File: config.mk
export PLATFORM = sky130hd
export DESIGN_NAME = nonce_gen
export DESIGN_NICKNAME = d
export VERILOG_FILES = /design/src/rtl/nonce_gen_pkg.sv /design/src/rtl/nonce_gen_ctrl.sv /design/src/rtl/nonce_gen_datapath.sv /design/src/rtl/nonce_gen.sv
export SDC_FILE = /design/constraint.sdc
export NUM_CORES = 1
export LEC_CHECK = 0
export BUFFER_PORTS_ARGS = -buffer_cell sky130_fd_sc_hd__buf_2
export CORE_UTILIZATION = 44
export DETAILED_ROUTE_END_ITERATION = 6
export PLACE_DENSITY = 0.74
export RECOVER_POWER = 25
export SLEW_MARGIN = 0
export SYNTH_ARGS = -nofsm -noshare
export SYNTH_HDL_FRONTEND = slang
export SYNTH_SLANG_ARGS = --single-unit
File: constraint.sdc
create_clock -name clk -period 1.1 [get_ports clk]
set_input_delay 0.22 -clock clk [delete_from_list [all_inputs] [get_ports clk]]
set_output_delay 0.22 -clock clk [all_outputs]
set_load 0.02 [all_outputs]
File: src/rtl/nonce_gen_pkg.sv
package nonce_gen_pkg;

  typedef struct packed {
    logic load;
    logic step;
  } genStrobes_t;

endpackage

File: src/rtl/nonce_gen_ctrl.sv
module nonce_gen_ctrl
  import nonce_gen_pkg::*;
(
  input  logic        clk,
  input  logic        rstN,
  input  logic        restart,
  input  logic        advance,
  output genStrobes_t strobes
);

  always_comb begin
    strobes.load = restart;
    strobes.step = advance & ~restart;
  end

  AST_RESTART_WINS: assert property (@(posedge clk) disable iff (!rstN)
    restart |-> !strobes.step);

endmodule

File: src/rtl/nonce_gen_datapath.sv
module nonce_gen_datapath
  import nonce_gen_pkg::*;
#(
  parameter int RAND_W = 7,
  parameter int SEED_W = 8,
  parameter int NONCE_W = 5,
  parameter logic [RAND_W-1:0] TAPS_HI = 7'h60,
  parameter logic [RAND_W-1:0] TAPS_LO = 7'h44,
  parameter logic [SEED_W-1:0] NONCE_TAPS = 8'hB8
) (
  input  logic               clk,
  input  logic               rstN,
  input  logic [SEED_W-1:0]  seed,
  input  logic               polySel,
  input  genStrobes_t        strobes,
  output logic [NONCE_W-1:0] nonceOut,
  output logic               randBit
);

  localparam logic [RAND_W-1:0] RAND_ONE  = RAND_W'(1);
  localparam logic [SEED_W-1:0] NONCE_ONE = SEED_W'(1);

  logic [RAND_W-1:0] randReg, randNext, randSeed, randMask;
  logic [SEED_W-1:0] nonceReg, nonceNext, nonceSeed;
  logic [SEED_W-1:0] nonceTerms;
  logic randFb, nonceFb;

  always_comb begin
    randSeed  = (seed[RAND_W-1:0] == '0) ? RAND_ONE : seed[RAND_W-1:0];
    nonceSeed = (seed == '0) ? NONCE_ONE : seed;
  end

  always_comb begin
    randMask = polySel ? TAPS_HI : TAPS_LO;
    randFb   = ^(randReg & randMask);
  end

  for (genvar i = 0; i < SEED_W; i++) begin : g_nonceTap
    if (NONCE_TAPS[i]) begin : g_on
      assign nonceTerms[i] = nonceReg[i];
    end else begin : g_off
      assign nonceTerms[i] = 1'b0;
    end
  end
  assign nonceFb = ^nonceTerms;

  always_comb begin
    randNext  = randReg;
    nonceNext = nonceReg;
    if (strobes.load) begin
      randNext  = randSeed;
      nonceNext = nonceSeed;
    end else if (strobes.step) begin
      randNext  = {randReg[RAND_W-2:0], randFb};
      nonceNext = {nonceReg[SEED_W-2:0], nonceFb};
    end
  end

  always_ff @(posedge clk) begin
    if (!rstN) begin
      randReg  <= RAND_ONE;
      nonceReg <= NONCE_ONE;
    end else begin
      randReg  <= randNext;
      nonceReg <= nonceNext;
    end
  end

  assign randBit  = randReg[RAND_W-1];
  assign nonceOut = nonceReg[NONCE_W-1:0];

  AST_NEVER_ZERO: assert property (@(posedge clk) disable iff (!rstN)
    (randReg != '0) && (nonceReg != '0));

  AST_SEED_LOAD: assert property (@(posedge clk) disable iff (!rstN)
    $past(rstN) && $past(strobes.load) |->
      (randReg == (($past(seed[RAND_W-1:0]) == '0) ? RAND_ONE : $past(seed[RAND_W-1:0]))));

  AST_HOLD: assert property (@(posedge clk) disable iff (!rstN)
    $past(rstN) && !$past(strobes.load) && !$past(strobes.step) |->
      $stable(randReg) && $stable(nonceReg));

  AST_SHIFT: assert property (@(posedge clk) disable iff (!rstN)
    $past(rstN) && $past(strobes.step) |->
      (randReg[RAND_W-1:1] == $past(randReg[RAND_W-2:0])));

endmodule

File: src/rtl/nonce_gen.sv
module nonce_gen
  import nonce_gen_pkg::*;
#(
  parameter int RAND_W = 7,
  parameter int SEED_W = 8,
  parameter int NONCE_W = 5,
  parameter logic [RAND_W-1:0] TAPS_HI = 7'h60,
  parameter logic [RAND_W-1:0] TAPS_LO = 7'h44,
  parameter logic [SEED_W-1:0] NONCE_TAPS = 8'hB8
) (
  input  logic               clk,
  input  logic               rstN,
  input  logic [SEED_W-1:0]  seed,
  input  logic               polySel,
  input  logic               restart,
  input  logic               advance,
  output logic [NONCE_W-1:0] nonceOut,
  output logic               randBit
);

  genStrobes_t strobes;

  nonce_gen_ctrl u_ctrl (
    .clk     (clk),
    .rstN    (rstN),
    .restart (restart),
    .advance (advance),
    .strobes (strobes)
  );

  nonce_gen_datapath #(
    .RAND_W     (RAND_W),
    .SEED_W     (SEED_W),
    .NONCE_W    (NONCE_W),
    .TAPS_HI    (TAPS_HI),
    .TAPS_LO    (TAPS_LO),
    .NONCE_TAPS (NONCE_TAPS)
  ) u_dp (
    .clk      (clk),
    .rstN     (rstN),
    .seed     (seed),
    .polySel  (polySel),
    .strobes  (strobes),
    .nonceOut (nonceOut),
    .randBit  (randBit)
  );

endmodule

==> impl_metrics.csv <==
group,metric,value,unit
outcome,status,"finished, final reports clean",
placed_design,pre_cts_ws,-0.151,ns
power_and_ir_drop,power.density,1310,nW/um^2
worst_hold_path,hold_path.class,"in -> reg",
drt,avgRoutedWirePerCell,13.1,um
placed_design,hpwl,1.08,mm
sta,fin_skew,0.00341,ns
sta,finalMaxSlewViolations,0,
sta,tns,0,ns
cts,htreeDepth,1,
cts,tritoncts,"yes",
flow_run,drv_cap,0,
logic_synthesis,synthAdderAreaFrac,0,%
power_and_ir_drop,ir_drop,0.636,mV
sta,setup_ws,0.0103,ns
critical_path,criticalPathCategory,"reg -> reg",
critical_path,cp.required,1.27,ns
logic_synthesis,synth-simple-area-share,6.76,%
sta,fmax,0.918,GHz
logic_synthesis,ys_seq_area_share,41.6,%
grt,grt_pass1_wl,2.50,mm
power_and_ir_drop,p_leak,0.440,nW
logic_synthesis,muxShareOfSynthArea,20.8,%
logic_synthesis,syn_inst,76,
cts,clockRootBuffer,"clkbuf_4",
logic_synthesis,synth_top_family_by_area,"multiplexers",
final_layout,utilization,60.6,%
logic_synthesis,synth_warnings,0,
floorplanning,die-height,42.5,um
sta,rsz0062_at_grt,"true",
sta,post-route-min-period,1.09,ns
floorplanning,pin_count,19,
placed_design,globalplace.congestion,0.772,
sta,worst_pin_slew,0.354,ns
sta,finalHoldViolations,0,
sta,finalCritPeriodShare,99.1,%
cts,clk_latency,0.28,ns
critical_path,critPathArrivalTime,1.26,ns
grt,grt_max_degree,10,
cts,clk_transition_reported_paths,0.09,ns
floorplanning,fp.dieArea,1810,um^2
drt,drt_iter0_markers,9,
logic_synthesis,synth_top_area_cell,"dfxtp_1",
logic_synthesis,avgSynthCellArea,9.50,um^2
critical_path,crit_path_end_kind,"flop",
drt,ant_nets,0,
drt,vias,595,
logic_synthesis,ys_types,21,
placed_design,portBuffers,18,
floorplanning,die-width,42.5,um
cts,cts_made_buffers,3,
logic_synthesis,synth-compound-area-share,17.2,%
critical_path,crit_fanout,2,
final_layout,fillers,132,
final_layout,nNetsFinal,113,
floorplanning,coreArea,1520,um^2
logic_synthesis,synth-seq-cells,15,
sta,slew_headroom,76.1,%
drt,wl,1.51,mm
logic_synthesis,synth_xor_area_share,4.85,%
drt,drc_errors,0,
floorplanning,start_util,47.4,%
drt,vias_per_cell,5.17,
final_layout,areaGrowthSynthToFinish,27.9,%
cts,clockBufferDepth,2,
logic_synthesis,synth.area.top_cells,"dfxtp_1 (42%), mux2i_1 (21%), a21oi_1 (8.3%)",
final_layout,diodes,0,
grt,grt_pass1_vias,574,
cts,clock_sinks,15,
grt,grt_antenna_before_repair,0,
drt,drt_pass1_iterations,4,
logic_synthesis,synth_nets,89,
critical_path,start_kind,"flop",
final_layout,drive_gt1_share,35.4,%
sta,setup_viol,0,
grt,grt_overflow,0,
logic_synthesis,mappedNetlistArea,722,um^2
grt,grtUsageTotal,18.5,%
floorplanning,fp-row-count,14,
logic_synthesis,synth_top_area_share,41.6,%
==> registers in the layout, summed over array words and instances (netlist names) <==
name           flops
u_dp.nonceReg      8
u_dp.randReg       7
==> power by group <==
| group | internal (W) | switching (W) | total (W) |
|---|---|---|---|
| clock | 0.000141 | 0.000174 | 0.000315 |
| combinational | 0.000143 | 0.000133 | 0.000276 |
| sequential | 0.000588 | 0.0000313 | 0.000619 |
==> repair_timing <==
action                                  CTS  global route
resized for setup                         7             4
pin swaps                                 0             3
setup buffers                             1             2
hold buffers                              0             0
hold endpoints to repair                  0             0
endpoints found under the setup margin    2             4
==> layout make-up <==
| type | instances | area [um^2] | area share [%] |
|---|---|---|---|
| inverter | 1 | 3.75 | 0.407 |
| clock buffer | 4 | 26.3 | 2.85 |
| multi-input combinational | 50 | 365 | 39.6 |
| tap | 16 | 20.0 | 2.17 |
| timing repair buffer | 29 | 205 | 22.2 |
| sequential | 15 | 303 | 32.8 |
==> worst max-delay path: stages, from the launching register on <==
cell and delay, ns:
dfxtp_2 0.34, buf_6 0.11, xnor2_2 0.12, xnor2_1 0.13, o211ai_1 0.18, nand3_1 0.09
==> cell usage after synthesis <==
cell type and number:
a21oi_1 12, buf_1 1, buf_2 2, buf_4 5
clkbuf_1 1, clkbuf_2 1, clkinv_1 1, dfxtp_1 15
mux2i_1 15, nand2_1 4, nand2b_1 1, nand3_1 2
nand3b_1 1, nor2_1 1, o211a_1 1, o211ai_1 1
o21ai_0 6, o41ai_2 1, or3_1 1, xnor2_1 3
xor2_1 1
==> final timing paths <==
kind / startpoint / to / slack [ns] / cells after the start
worst max-delay path: u_dp.nonceReg[3] / u_dp.nonceReg[0] / 0.01 / 5
worst min-delay path: seed[7] / u_dp.nonceReg[7] / 0.18 / 2
worst min register to register: u_dp.randReg[0] / u_dp.randReg[0] / 0.49 / 2
worst max register to register: u_dp.nonceReg[3] / u_dp.nonceReg[0] / 0.01 / 5
==> through the flow <==
stage	hold WS, ns	total power [W]	instance area, um^2	std cells
6_report	0.179	0.00121	923	115
5_1_grt	0.170	0.00128	923	115
4_1_cts	0.163	0.00121	897	113
3_5_place_dp	0.468	0.000875	845	108
3_3_place_gp	0.463	0.000871	845	108
2_1_floorplan	0.358	0.000800	722	76
==> placed cells by master, fill, tap and decap left out, types with 2 or more instances in the layout <==
master	netlist	layout
buf_6	0	5
dfxtp_1	15	13
xnor2_1	3	2
buf_2	2	16
clkbuf_1	1	2
a21oi_1	12	12
dfxtp_2	0	2
buf_4	5	6
mux2i_1	15	15
nand2_1	4	4
nand3_1	2	2
o21ai_0	6	5
clkbuf_4	0	3
==> kinds of logic after synthesis <==
kind of cell / count (synthesis)
AO/OA/AOI/OAI: 21
multiplexers: 15
flip-flops: 15
buffers and inverters: 11
AND/OR/NAND/NOR: 10
XOR/XNOR: 4
==> layer usage <==
| metal | track usage [%] | part of all wire, % |
|---|---|---|
| met1 | 25.5 | 49 |
| met3 | 3.88 | 4.0 |
| met5 | 0 | 0 |
| met2 | 26.2 | 46 |
| met4 | 11.3 | 0.99 |
No activity file was read; power rests on OpenSTA's default activity.
